[src/rtl/panel_wr_pkg.sv]
package panel_wr_pkg;

  localparam int PH_W       = 4;
  localparam int PH_CNT_W   = PH_W + 1;
  localparam int REG_ADDR_W = 2;

  localparam int CS_LSB   = 16;
  localparam int WS_LSB   = 12;
  localparam int ACT_LSB  = 8;
  localparam int HOLD_LSB = 4;
  localparam int EN_BIT   = 0;

  localparam int TRIG_MODE_BIT = 0;
  localparam int TRIG_CMD_BIT  = 1;
  localparam int IRQ_STS_BIT   = 0;
  localparam int IRQ_EN_BIT    = 1;

  typedef struct packed {
    logic [PH_W-1:0] cs_setup;
    logic [PH_W-1:0] wr_setup;
    logic [PH_W-1:0] wr_active;
    logic [PH_W-1:0] wr_hold;
    logic            enable;
  } wr_timing_t;

  typedef enum logic [REG_ADDR_W-1:0] {
    REG_TIMING  = 2'd0,
    REG_TRIGGER = 2'd1,
    REG_COUNT   = 2'd2,
    REG_IRQ     = 2'd3
  } reg_sel_e;

  typedef enum logic [2:0] {
    ST_IDLE   = 3'd0,
    ST_SETUP  = 3'd1,
    ST_STROBE = 3'd2,
    ST_HOLD   = 3'd3,
    ST_GAP    = 3'd4
  } eng_state_e;

endpackage

[src/rtl/panel_wr_regs.sv]
module panel_wr_regs
  import panel_wr_pkg::*;
#(
  parameter int REG_W = 32,
  parameter int CNT_W = 16
) (
  input  logic                  clk,
  input  logic                  rst,
  input  logic                  wr_en,
  input  logic [REG_ADDR_W-1:0] wr_addr,
  input  logic [REG_W-1:0]      wr_data,
  input  logic [REG_ADDR_W-1:0] rd_addr,
  output logic [REG_W-1:0]      rd_data,
  input  logic                  busy,
  input  logic                  frame_done,
  output wr_timing_t            timing,
  output logic [CNT_W-1:0]      frame_len,
  output logic                  start,
  output logic                  sts,
  output logic                  irq_en
);

  logic       trig_mode;
  logic       trig_cmd;
  logic [REG_W-1:0] rd_word;
  reg_sel_e   wsel;
  reg_sel_e   rsel;
  logic       unused_wdata;

  assign wsel = reg_sel_e'(wr_addr);
  assign rsel = reg_sel_e'(rd_addr);
  assign unused_wdata = ^{wr_data[REG_W-1:CS_LSB+PH_W], wr_data[HOLD_LSB-1:2]};

  assign start = trig_cmd & trig_mode & timing.enable & ~busy;

  always_comb begin
    rd_word = '0;
    case (rsel)
      REG_TIMING: begin
        rd_word[CS_LSB+:PH_W]   = timing.cs_setup;
        rd_word[WS_LSB+:PH_W]   = timing.wr_setup;
        rd_word[ACT_LSB+:PH_W]  = timing.wr_active;
        rd_word[HOLD_LSB+:PH_W] = timing.wr_hold;
        rd_word[EN_BIT]         = timing.enable;
      end
      REG_TRIGGER: begin
        rd_word[TRIG_MODE_BIT] = trig_mode;
        rd_word[TRIG_CMD_BIT]  = trig_cmd;
      end
      REG_COUNT: rd_word[CNT_W-1:0] = frame_len;
      REG_IRQ: begin
        rd_word[IRQ_STS_BIT] = sts;
        rd_word[IRQ_EN_BIT]  = irq_en;
      end
      default: rd_word = '0;
    endcase
  end

  always_ff @(posedge clk) begin
    if (rst) begin
      timing    <= '{cs_setup: '0, wr_setup: '0, wr_active: PH_W'(1),
                     wr_hold: '0, enable: 1'b0};
      trig_mode <= 1'b0;
      trig_cmd  <= 1'b0;
      frame_len <= '0;
      sts       <= 1'b0;
      irq_en    <= 1'b0;
      rd_data   <= '0;
    end else begin
      trig_cmd <= 1'b0;
      if (wr_en) begin
        case (wsel)
          REG_TIMING: begin
            timing.cs_setup  <= wr_data[CS_LSB+:PH_W];
            timing.wr_setup  <= wr_data[WS_LSB+:PH_W];
            timing.wr_active <= wr_data[ACT_LSB+:PH_W];
            timing.wr_hold   <= wr_data[HOLD_LSB+:PH_W];
            timing.enable    <= wr_data[EN_BIT];
          end
          REG_TRIGGER: begin
            trig_mode <= wr_data[TRIG_MODE_BIT];
            trig_cmd  <= wr_data[TRIG_CMD_BIT] & ~busy;
          end
          REG_COUNT: frame_len <= wr_data[CNT_W-1:0];
          REG_IRQ: begin
            irq_en <= wr_data[IRQ_EN_BIT];
            if (wr_data[IRQ_STS_BIT]) sts <= 1'b0;
          end
          default: ;
        endcase
      end
      if (frame_done) sts <= 1'b1;
      rd_data <= rd_word;
    end
  end

endmodule

[src/rtl/panel_wr_timing.sv]
module panel_wr_timing
  import panel_wr_pkg::*;
#(
  parameter int DATA_W = 16,
  parameter int CNT_W  = 16
) (
  input  logic              clk,
  input  logic              rst,
  input  logic              start,
  input  wr_timing_t        timing,
  input  logic [CNT_W-1:0]  frame_len,
  input  logic              in_valid,
  input  logic [DATA_W-1:0] in_data,
  output logic              in_ready,
  output logic              cs_n,
  output logic              wr_n,
  output logic [DATA_W-1:0] data_out,
  output logic              busy,
  output logic              frame_done
);

  eng_state_e          state, st_n;
  logic [PH_CNT_W-1:0] cnt, cnt_n;
  logic [CNT_W-1:0]    rem, rem_n;
  wr_timing_t          lat, lat_n;
  logic                take;
  logic [PH_CNT_W-1:0] setup_m1_new, setup_m1_lat, act_m1, hold_m1;
  logic                unused_lat;

  assign unused_lat = lat.enable;

  assign setup_m1_new = PH_CNT_W'(timing.cs_setup) + PH_CNT_W'(timing.wr_setup);
  assign setup_m1_lat = PH_CNT_W'(lat.cs_setup) + PH_CNT_W'(lat.wr_setup);
  assign act_m1  = (lat.wr_active == '0) ? '0 : PH_CNT_W'(lat.wr_active) - 1'b1;
  assign hold_m1 = PH_CNT_W'(lat.wr_hold) - 1'b1;

  assign in_ready   = (state == ST_SETUP) && (cnt == '0);
  assign take       = in_ready && in_valid;
  assign busy       = (state != ST_IDLE);
  assign frame_done = (state == ST_GAP) && (rem == '0);

  always_comb begin
    st_n  = state;
    cnt_n = cnt;
    rem_n = rem;
    lat_n = lat;
    case (state)
      ST_IDLE: begin
        if (start) begin
          lat_n = timing;
          rem_n = frame_len;
          cnt_n = setup_m1_new;
          st_n  = (frame_len == '0) ? ST_GAP : ST_SETUP;
        end
      end
      ST_SETUP: begin
        if (cnt != '0) begin
          cnt_n = cnt - 1'b1;
        end else if (in_valid) begin
          st_n  = ST_STROBE;
          cnt_n = act_m1;
          rem_n = rem - 1'b1;
        end
      end
      ST_STROBE: begin
        if (cnt != '0) begin
          cnt_n = cnt - 1'b1;
        end else if (lat.wr_hold != '0) begin
          st_n  = ST_HOLD;
          cnt_n = hold_m1;
        end else begin
          st_n = ST_GAP;
        end
      end
      ST_HOLD: begin
        if (cnt != '0) cnt_n = cnt - 1'b1;
        else           st_n  = ST_GAP;
      end
      ST_GAP: begin
        if (rem == '0) begin
          st_n = ST_IDLE;
        end else begin
          st_n  = ST_SETUP;
          cnt_n = setup_m1_lat;
        end
      end
      default: st_n = ST_IDLE;
    endcase
  end

  always_ff @(posedge clk) begin
    if (rst) begin
      state    <= ST_IDLE;
      cnt      <= '0;
      rem      <= '0;
      lat      <= '0;
      cs_n     <= 1'b1;
      wr_n     <= 1'b1;
      data_out <= '0;
    end else begin
      state <= st_n;
      cnt   <= cnt_n;
      rem   <= rem_n;
      lat   <= lat_n;
      cs_n  <= !((st_n == ST_SETUP) || (st_n == ST_STROBE) || (st_n == ST_HOLD));
      wr_n  <= !(st_n == ST_STROBE);
      if (take) data_out <= in_data;
    end
  end

endmodule

[src/rtl/panel_wr_engine.sv]
module panel_wr_engine
  import panel_wr_pkg::*;
#(
  parameter int DATA_W = 16,
  parameter int CNT_W  = 16,
  parameter int REG_W  = 32
) (
  input  logic                  clk,
  input  logic                  rst,
  input  logic                  reg_wr_en,
  input  logic [REG_ADDR_W-1:0] reg_wr_addr,
  input  logic [REG_W-1:0]      reg_wr_data,
  input  logic [REG_ADDR_W-1:0] reg_rd_addr,
  output logic [REG_W-1:0]      reg_rd_data,
  input  logic                  px_valid,
  input  logic [DATA_W-1:0]     px_data,
  output logic                  px_ready,
  output logic                  lcd_cs_n,
  output logic                  lcd_wr_n,
  output logic [DATA_W-1:0]     lcd_data,
  output logic                  irq
);

  wr_timing_t       timing;
  logic [CNT_W-1:0] frame_len;
  logic             start;
  logic             busy;
  logic             frame_done;
  logic             sts;
  logic             irq_en;

  panel_wr_regs #(.REG_W(REG_W), .CNT_W(CNT_W)) u_regs (
    .clk        (clk),
    .rst        (rst),
    .wr_en      (reg_wr_en),
    .wr_addr    (reg_wr_addr),
    .wr_data    (reg_wr_data),
    .rd_addr    (reg_rd_addr),
    .rd_data    (reg_rd_data),
    .busy       (busy),
    .frame_done (frame_done),
    .timing     (timing),
    .frame_len  (frame_len),
    .start      (start),
    .sts        (sts),
    .irq_en     (irq_en)
  );

  panel_wr_timing #(.DATA_W(DATA_W), .CNT_W(CNT_W)) u_timing (
    .clk        (clk),
    .rst        (rst),
    .start      (start),
    .timing     (timing),
    .frame_len  (frame_len),
    .in_valid   (px_valid),
    .in_data    (px_data),
    .in_ready   (px_ready),
    .cs_n       (lcd_cs_n),
    .wr_n       (lcd_wr_n),
    .data_out   (lcd_data),
    .busy       (busy),
    .frame_done (frame_done)
  );

  always_ff @(posedge clk) begin
    if (rst) irq <= 1'b0;
    else     irq <= sts & irq_en;
  end

endmodule

[config.mk]
export PLATFORM = sky130hd
export DESIGN_NAME = panel_wr_engine
export DESIGN_NICKNAME = d
export VERILOG_FILES = /design/src/rtl/panel_wr_pkg.sv /design/src/rtl/panel_wr_regs.sv /design/src/rtl/panel_wr_timing.sv /design/src/rtl/panel_wr_engine.sv
export SDC_FILE = /design/constraint.sdc
export NUM_CORES = 1
export LEC_CHECK = 0
export BUFFER_PORTS_ARGS = -buffer_cell sky130_fd_sc_hd__buf_2
export CAP_MARGIN = 20
export CORE_MARGIN = 2
export CORE_UTILIZATION = 40
export DETAILED_ROUTE_END_ITERATION = 12
export PLACE_DENSITY = 0.59
export SYNTH_ARGS = -nofsm -noshare
export SYNTH_HDL_FRONTEND = slang
export SYNTH_SLANG_ARGS = --single-unit
[constraint.sdc]
create_clock -name clk -period 5.2 [get_ports clk]
set_input_delay 1.04 -clock clk [delete_from_list [all_inputs] [get_ports clk]]
set_output_delay 1.04 -clock clk [all_outputs]
set_load 0.01 [all_outputs]
==> results of run 1 <==
-- kinds of logic after synthesis --
family / after synthesis / synth area share, %
AOI/OAI and AO/OA: 180 / 20.2
other: 1 / 0.0678
adders and majority gates: 15 / 3.64
muxes: 17 / 3.33
buffers and inverters: 71 / 5.93
DFF: 116 / 42.0
and+or+nand+nor: 286 / 24.2
xor gates and xnor gates: 4 / 0.634
-- synth_stat cells (6+ instances only) --
cell | n | area share, %
sky130_fd_sc_hd__nand2_1 | 157 | 11
sky130_fd_sc_hd__nor4_1 | 6 | 0.68
sky130_fd_sc_hd__and3_1 | 6 | 0.68
sky130_fd_sc_hd__inv_1 | 17 | 1.2
sky130_fd_sc_hd__dfxtp_1 | 116 | 42
sky130_fd_sc_hd__ha_1 | 12 | 2.7
sky130_fd_sc_hd__clkbuf_1 | 28 | 1.9
sky130_fd_sc_hd__nand3_1 | 9 | 0.81
sky130_fd_sc_hd__buf_2 | 9 | 0.81
sky130_fd_sc_hd__o21ai_0 | 27 | 2.4
sky130_fd_sc_hd__a21oi_1 | 89 | 8.1
sky130_fd_sc_hd__mux2i_1 | 15 | 2.7
sky130_fd_sc_hd__nor2_1 | 52 | 3.5
sky130_fd_sc_hd__nor3_1 | 8 | 0.72
sky130_fd_sc_hd__buf_4 | 13 | 1.8
sky130_fd_sc_hd__a21o_1 | 12 | 1.6
sky130_fd_sc_hd__nand4_1 | 8 | 0.91
sky130_fd_sc_hd__nand2b_1 | 6 | 0.68
-- stage by stage --
stage | instance area, um^2 | total power [uW] | cells | hold WS (ns) | setup slack (ns)
5_1_grt | 6620 | 2290 | 943 | 0.472 | 1.86
6_report | 6620 | 2220 | 943 | 0.450 | 1.96
4_1_cts | 6600 | 2240 | 942 | 0.455 | 1.96
3_5_place_dp | 5980 | 1020 | 911 | 0.447 | 2.41
3_3_place_gp | 5980 | 1020 | 911 | 0.441 | 2.42
2_1_floorplan | 5570 | 987 | 701 | 0.440 | 2.84
-- area by class of cell --
type / instances / share of cell area (%)
multi-input cells: 514 / 44.2
flip-flops and latches: 116 / 35.1
clock buffers: 22 / 7.47
repair buffers: 89 / 7.05
well taps: 176 / 3.33
clock inverters: 9 / 1.89
inverters: 17 / 0.964
-- cell usage in the layout (no fill, tap or decap), types with 3 or more instances in the layout --
cell type	instances
sky130_fd_sc_hd__buf_2	83
sky130_fd_sc_hd__bufinv_16	3
sky130_fd_sc_hd__a21o_1	12
sky130_fd_sc_hd__a22o_1	4
sky130_fd_sc_hd__and2_1	5
sky130_fd_sc_hd__nor4_1	6
sky130_fd_sc_hd__and3_1	6
sky130_fd_sc_hd__ha_1	12
sky130_fd_sc_hd__a21oi_1	89
sky130_fd_sc_hd__nand2_1	157
sky130_fd_sc_hd__buf_4	5
sky130_fd_sc_hd__o21ai_0	27
sky130_fd_sc_hd__nand2b_1	6
sky130_fd_sc_hd__nor2_1	52
sky130_fd_sc_hd__a31oi_1	5
sky130_fd_sc_hd__inv_1	17
sky130_fd_sc_hd__clkbuf_8	6
sky130_fd_sc_hd__a221oi_1	3
sky130_fd_sc_hd__clkinv_2	4
sky130_fd_sc_hd__nand3b_1	3
sky130_fd_sc_hd__xnor2_1	3
sky130_fd_sc_hd__clkbuf_16	17
sky130_fd_sc_hd__or2_2	4
sky130_fd_sc_hd__conb_1	12
sky130_fd_sc_hd__dfxtp_1	116
sky130_fd_sc_hd__nor3_1	8
sky130_fd_sc_hd__nand3_1	9
sky130_fd_sc_hd__a211oi_1	5
sky130_fd_sc_hd__o22ai_1	4
sky130_fd_sc_hd__nand4_1	8
sky130_fd_sc_hd__a32o_1	3
sky130_fd_sc_hd__a31o_2	3
sky130_fd_sc_hd__mux2i_1	15
-- sequential cells by signal, indices dropped and copies added (netlist names) --
signal and flops:
u_regs.irq_en 1, u_timing.wr_n 1, u_regs.timing 17, u_timing.lat 16
u_regs.trig_mode 1, u_timing.data_out 16, u_timing.cs_n 1, u_regs.trig_cmd 1
u_timing.cnt 5, irq 1, u_timing.state 3, u_regs.rd_data 20
u_timing.rem 16, u_regs.frame_len 16, u_regs.sts 1
-- report_power, final --
group	leakage (uW)	internal, uW	switching (uW)
combinational	0.00141	34.3	58.9
clock	0.000304	810	400
sequential	0.000937	901	11.8
-- final timing paths --
check | endpoint | startpoint
setup / recovery | px_ready | u_timing.cnt[0]
hold / removal | u_timing.data_out[2] | u_timing.data_out[2]
setup reg to reg | u_timing.rem[5] | u_timing.cnt[0]
hold reg to reg | u_timing.data_out[2] | u_timing.data_out[2]
-- metal layers --
layer  vias to the layer above  wire, um  global-route usage, %
met5                         -         0                      0
met4                         0       259                   7.69
li1                       2507         -                      -
met1                      2353      6690                   26.9
met2                       164      7230                   33.9
met3                        25       870                   5.10
-- worst max-delay path, cell delays in order (launching register included) --
cell and delay [ns]:
sky130_fd_sc_hd__dfxtp_1 0.32, sky130_fd_sc_hd__inv_1 0.09, sky130_fd_sc_hd__ha_1 0.25, sky130_fd_sc_hd__or4b_1 0.70, sky130_fd_sc_hd__nor2_8 0.27, sky130_fd_sc_hd__buf_2 0.16
==> out/metrics.yaml, run 1 <==
worstMarginPinSlew_ns: 0.751
finalCoreUtilization_pct: 49.6
vias: 5049
final_setup_violation_count: 0
drv_cap: 0
postCtsHoldBufs: 0
cts_resized: 0
worstPathRequired_ns: 4.16
critPathMaxFanout: 8
timing.reg2reg.setup_slack_ns: 2.79
area_growth_pct: 19.7
setup_repair_after_global_routing_missed_its_margin: "no"
final_layout_size_suffix_gt1_share_pct: 19.0
detailedPlacementHpwl_um: 10500
cts_tree: "yes"
drtIter0Drc: 341
n_antenna_cell: 0
setup.worst_path.end_class: "output pin"
drc: 0
finalCritPeriodShare_pct: 62.2
fin_worst_skew_ns: 0.00706
globalplace.congestion: 0.847
max_freq_mhz: 309
timing_hold_violations_final: 0
wl_per_cell_um: 16.0
clk_pin_slew_ns: 0.05
postRouteAntennaNets: 0
cts.repair_timing.setup_buffer_count: 0
run_status: "finished clean"
globalRoute.totalOverflow: 0
post_synth_edffs: 0
core_region_area_um2: 13300
depth_of_the_cts_h_tree: 4
ys_seq_elements: 116
ioPinCount: 108
seqCellArea_um2: 2320
die_x_um: 122
whs_path_depth: 2
timing.max_slew.rel_slack_pct: 49.6
final-max-slew-violation-count: 0
min_period_ns: 3.24
maximum_number_of_pins_on_one_net_before_global_route_repair: 65
post_synth_instance_area_um2: 5530
cp.arrival_ns: 2.20
drt-pass1-iter-count: 5
grt_use_total_pct: 20.8
die_height_um: 122
yosysWarnings: 0
cp-start-kind: "flip-flop"
placement_rows: 42
fillers: 1330
power.static_leakage_uw: 0.00265
r2r_cells: 7
multiInputGateArea_um2: 2930
inserted_clock_buffers: 17
nNetsFinal: 825
syn_inst: 690
syn_area_cell_um2: 8.01
wirelength_um: 15000
first_global_vias: 4643
tns_ns: 0
grt_antenna_before_repair: 0
power_density_nw_per_um2: 335
ys_types: 75
clock_tree.root_cell: "sky130_fd_sc_hd__clkbuf_16"
tritoncts_sinks: 116
io_buffer_count: 83
cts_buffer_depth: 2
power.ir.vdd_worst_mv: 0.244
grt_pass1_wl_um: 23700
yosys_most_used_dff: "sky130_fd_sc_hd__dfxtp_1"
worst-setup-path-type: "flip-flop to output pin"
clk_latency_ns: 0.41
timing.hold.worst.class: "flip-flop to flip-flop"
drt-vias-per-instance: 5.35
synth_async_sr_flop_share_pct: 0
start_util_pct: 41.4
dieArea_um2: 14800
synth-seq-area-share_pct: 42.0
Power figures use the tool's default switching activity.
==> run 2: changes to the inputs <==
- clock period: 5.2 -> 3.1 ns (I/O delays scaled with it)
==> out/metrics.yaml, run 2 (synthesis results as in run 1) <==
postRouteAntennaNets: 0  # unchanged
n_antenna_cell: 0  # unchanged
final-max-slew-violation-count: 0  # unchanged
depth_of_the_cts_h_tree: 4  # unchanged
dieArea_um2: 14800  # unchanged
reg2reg_from: "u_timing.cnt[0]"  # unchanged
cts_resized: 0  # unchanged
top_signal_layer_used: "met4"  # unchanged
timing_hold_violations_final: 0  # unchanged
drtIter0Drc: 235  # was 341
vias: 5053  # was 5049
power.static_leakage_uw: 0.00262  # was 0.00265 uW
postCtsHoldBufs: 0  # unchanged
total_power_uw: 3580  # was 2220 uW
timing.hold.worst.class: "primary input to flip-flop"  # was flip-flop to flip-flop
power_density_nw_per_um2: 543  # was 335 nW/um^2
clk_pin_slew_ns: 0.06  # was 0.05 ns
detailedPlacementHpwl_um: 10700  # was 10500 um
grt_use_total_pct: 20.6  # was 20.8%
grt_pass1_wl_um: 23700  # about the same
clk_latency_ns: 0.42  # was 0.41 ns
cts_buffer_depth: 2  # unchanged
cts_tree: "yes"  # unchanged
setup.worst_path.start: "u_timing.cnt[0]"  # unchanged
drc: 0  # unchanged
max_freq_mhz: 354
start_util_pct: 41.4  # unchanged
met2_wirelength_um: 7230  # about the same
final_layout_size_suffix_gt1_share_pct: 19.5  # was 19.0%
grt_antenna_before_repair: 0  # unchanged
power.ir.vdd_worst_mv: 0.320  # was 0.244 mV
setup.worst_path.end_class: "output pin"  # unchanged
final_setup_violation_count: 0  # unchanged
cp.arrival_ns: 2.21  # was 2.20 ns
core_region_area_um2: 13300  # unchanged
fin_worst_skew_ns: 0.00687  # was 0.00706 ns
cp-start-kind: "flip-flop"  # unchanged
placement_rows: 42  # unchanged
critPathMaxFanout: 8  # unchanged
worst_hold_slack_ns: 0.437  # was 0.450 ns
drt-vias-per-instance: 5.34  # was 5.35
inserted_clock_buffers: 17  # unchanged
tritoncts_sinks: 116  # unchanged
worst-setup-path-type: "flip-flop to output pin"  # unchanged
min_period_ns: 2.83
tns_ns: 0  # unchanged
area_growth_pct: 19.1  # was 19.7%
clock_tree.root_cell: "sky130_fd_sc_hd__clkbuf_16"  # unchanged
worstPathRequired_ns: 2.48  # was 4.16 ns
nNetsFinal: 828  # was 825
ioPinCount: 108  # unchanged
hold_start: "px_data[5]"  # was u_timing.data_out[2]
cts.repair_timing.setup_buffer_count: 0  # unchanged
finalCoreUtilization_pct: 49.4  # was 49.6%
maximum_number_of_pins_on_one_net_before_global_route_repair: 43  # was 65
die_height_um: 122  # unchanged
setup_repair_after_global_routing_missed_its_margin: "no"  # unchanged
most-common-layout-cells: "sky130_fd_sc_hd__nand2_1, sky130_fd_sc_hd__dfxtp_1, sky130_fd_sc_hd__a21oi_1, sky130_fd_sc_hd__buf_2, sky130_fd_sc_hd__nor2_1"  # unchanged
timing.max_slew.rel_slack_pct: 49.6  # about the same
globalRoute.totalOverflow: 0  # unchanged
wl_met1_um: 6550  # was 6690 um
globalplace.congestion: 0.849  # was 0.847
drt-pass1-iter-count: 6  # was 5
top_registers: "u_regs.rd_data (20), u_regs.timing (17)"  # unchanged
met3RoutedLength_um: 937  # was 870 um
drv_cap: 0  # unchanged
largest_reg_flops: 20  # unchanged
finalCritPeriodShare_pct: 91.2
fillers: 1348  # was 1330
mostFrequentLayoutCell: "sky130_fd_sc_hd__nand2_1"  # unchanged
first_global_vias: 4740  # was 4643
die_x_um: 122  # unchanged
worstMarginPinSlew_ns: 0.755  # was 0.751 ns
wirelength_um: 15000  # about the same
wl_per_cell_um: 15.8  # was 16.0 um
io_buffer_count: 83  # unchanged
run_status: "finished clean"  # unchanged
max_flop_register: "u_regs.rd_data"  # unchanged
[run 2: report_power, final]
part | internal [uW] | switching [uW]
clock network | 1120 | 771
logic | 58.3 | 97.6
registers | 1510 | 19.9
[run 2: cell type report]
cell class | instances | area [um^2] | share of cell area [%]
tap | 176 | 220 | 3.34
inverter | 17 | 63.8 | 0.969
clock buffer | 17 | 425 | 6.46
sequential | 116 | 2320 | 35.3
multi-input combinational | 514 | 2930 | 44.4
timing repair buffer | 92 | 483 | 7.33
clock inverter | 15 | 148 | 2.24
[run 2: metrics by stage]
stage          std cells  area, um^2  setup WS [ns]
2_1_floorplan        701        5570           1.16
3_3_place_gp         915        6010          0.718
3_5_place_dp         915        6010          0.712
4_1_cts              947        6590          0.256
5_1_grt              947        6590          0.149
6_report             947        6590          0.272
[run 2: worst paths after layout]
check	end	slack [ns]	cells after the start
worst min register to register	u_timing.data_out[4]	0.45	2
worst max register to register	u_timing.rem[8]	0.68	7
worst min-delay path	u_timing.data_out[5]	0.44	3
worst max-delay path	px_ready	0.27	5
[run 2: metal layers]
| layer | up-vias | track usage, % |
|---|---|---|
| met5 | - | 0 |
| met3 | 19 | 4.59 |
| met2 | 175 | 33.5 |
| li1 | 2510 | - |
| met4 | 0 | 7.97 |
| met1 | 2349 | 26.8 |
[run 2: worst max-delay path: stages (launching register included)]
cell	delay, ns
sky130_fd_sc_hd__dfxtp_1	0.33
sky130_fd_sc_hd__inv_1	0.09
sky130_fd_sc_hd__ha_1	0.24
sky130_fd_sc_hd__or4b_1	0.70
sky130_fd_sc_hd__nor2_8	0.26
sky130_fd_sc_hd__buf_2	0.16
==> run 3: changes to the inputs <==
==> constraint.sdc (replaced) <==
create_clock -name clk -period 3.1 [get_ports clk]
set_input_delay 0.93 -clock clk [delete_from_list [all_inputs] [get_ports clk]]
set_output_delay 0.93 -clock clk [all_outputs]
set_load 0.01 [all_outputs]
==> out/metrics.yaml, run 3 (synthesis results as in run 1) <==
run_status: "finished clean"  # unchanged
placement_rows: 42  # unchanged
drv_cap: 0  # unchanged
max_freq_mhz: 342  # was 354 MHz
maximum_number_of_pins_on_one_net_before_global_route_repair: 74  # was 43
tritoncts_sinks: 116  # unchanged
postCtsHoldBufs: 0  # unchanged
worstPathRequired_ns: 2.17  # was 2.48 ns
final-max-slew-violation-count: 0  # unchanged
cts.repair_timing.setup_buffer_count: 0  # unchanged
worst_hold_slack_ns: 0.451  # was 0.437 ns
cp.arrival_ns: 1.99  # was 2.21 ns
cts_resized: 0  # unchanged
mostFrequentLayoutCell: "sky130_fd_sc_hd__nand2_1"  # unchanged
power.static_leakage_uw: 0.00267  # was 0.00262 uW
finalCritPeriodShare_pct: 94.3  # was 91.2%
core_region_area_um2: 13300  # unchanged
timing.max_slew.rel_slack_pct: 54.3  # was 49.6%
wl_per_cell_um: 15.8  # about the same
drt-pass1-iter-count: 5  # was 6
top_registers: "u_regs.rd_data (20), u_regs.timing (17)"  # unchanged
most-common-layout-cells: "sky130_fd_sc_hd__nand2_1, sky130_fd_sc_hd__dfxtp_1, sky130_fd_sc_hd__a21oi_1, sky130_fd_sc_hd__buf_2, sky130_fd_sc_hd__nor2_1"  # unchanged
fin_worst_skew_ns: 0.00605  # was 0.00687 ns
drtIter0Drc: 317  # was 235
clock_tree.root_cell: "sky130_fd_sc_hd__clkbuf_16"  # unchanged
final_setup_violation_count: 0  # unchanged
timing.hold.worst.class: "flip-flop to flip-flop"  # was primary input to flip-flop
postRouteAntennaNets: 0  # unchanged
die_x_um: 122  # unchanged
worst-setup-path-type: "flip-flop to output pin"  # unchanged
first_global_vias: 4820  # was 4740
clk_pin_slew_ns: 0.05  # was 0.06 ns
globalRoute.totalOverflow: 0  # unchanged
ioPinCount: 108  # unchanged
inserted_clock_buffers: 17  # unchanged
globalplace.congestion: 0.876  # was 0.849
critPathMaxFanout: 6  # was 8
area_growth_pct: 20.4  # was 19.1%
grt_antenna_before_repair: 0  # unchanged
detailedPlacementHpwl_um: 10700  # about the same
min_period_ns: 2.92  # was 2.83 ns
cp-start-kind: "flip-flop"  # unchanged
timing.reg2reg.setup_slack_ns: 0.83  # was 0.68 ns
cts_buffer_depth: 2  # unchanged
cts_tree: "yes"  # unchanged
depth_of_the_cts_h_tree: 4  # unchanged
power.ir.vdd_worst_mv: 0.292  # was 0.320 mV
final_layout_size_suffix_gt1_share_pct: 19.3  # was 19.5%
grt_use_total_pct: 21.5  # was 20.6%
vias: 5031  # was 5053
largest_reg_flops: 20  # unchanged
clk_latency_ns: 0.41  # was 0.42 ns
power_density_nw_per_um2: 558  # was 543 nW/um^2
max_flop_register: "u_regs.rd_data"  # unchanged
io_buffer_count: 83  # unchanged
wirelength_um: 15000  # about the same
die_height_um: 122  # unchanged
n_antenna_cell: 0  # unchanged
setup_repair_after_global_routing_missed_its_margin: "no"  # unchanged
dieArea_um2: 14800  # unchanged
nNetsFinal: 830  # was 828
drt-vias-per-instance: 5.30  # was 5.34
worstMarginPinSlew_ns: 0.686  # was 0.755 ns
timing_hold_violations_final: 0  # unchanged
grt_pass1_wl_um: 24500  # was 23700 um
setup.worst_path.end_class: "output pin"  # unchanged
tns_ns: 0  # unchanged
drc: 0  # unchanged
start_util_pct: 41.4  # unchanged
## run 3: cell count changes in the layout (fill, tap and decap cells not counted), sizes merged
cell / before / now
clkinv: 4 / 2
bufinv: 1 / 3
clkbuf: 17 / 24
clkinvlp: 4 / 3
inv: 23 / 17
buf: 92 / 94
## run 3: per-layer routing
layer	up-vias	routed length [um]	global-route usage, %
met1	2365	6950	28.3
met4	0	345	8.91
li1	2514	-	-
met3	27	644	4.92
met5	-	0	0
met2	125	7070	34.1
## run 3: worst max-delay path: stages (launching register included)
cell	delay, ns
sky130_fd_sc_hd__dfxtp_1	0.32
sky130_fd_sc_hd__inv_1	0.08
sky130_fd_sc_hd__ha_1	0.22
sky130_fd_sc_hd__or4b_1	0.57
sky130_fd_sc_hd__nor2_8	0.22
sky130_fd_sc_hd__buf_2	0.16
## run 3: final timing paths
| kind | depth (start not counted) | endpoint | from |
|---|---|---|---|
| worst max register to register | 8 | u_timing.cnt[2] | u_timing.cnt[0] |
| worst min-delay path | 2 | u_timing.data_out[14] | u_timing.data_out[14] |
| worst max-delay path | 5 | px_ready | u_timing.cnt[0] |
| worst min register to register | 2 | u_timing.data_out[14] | u_timing.data_out[14] |
## run 3: area by class of cell
cell class              count  area, um^2
clock buffers              24         492
flip-flops and latches    116        2320
fillers                  1320        6690
inverters                  17        63.8
repair buffers             94         510
clock inverters             8         123
well taps                 176         220
multi-input cells         514        2930
## run 3: per-stage QoR
stage	cell area, um^2	std cells	util (%)	total power [uW]	setup WS [ns]
3_5_place_dp	6040	917	45.3	1720	0.618
3_3_place_gp	6040	917	45.3	1720	0.629
5_1_grt	6660	949	49.9	3830	0.0614
6_report	6660	949	49.9	3710	0.177
2_1_floorplan	5570	701	-	1660	0.855
4_1_cts	6660	949	49.9	3740	0.169
## run 3: power breakdown
group | leakage (uW) | internal (uW) | switching [uW] | total, uW
clock | 0.000292 | 1350 | 678 | 2020
combinational | 0.00144 | 59.2 | 98.7 | 158
sequential | 0.000937 | 1510 | 19.7 | 1530
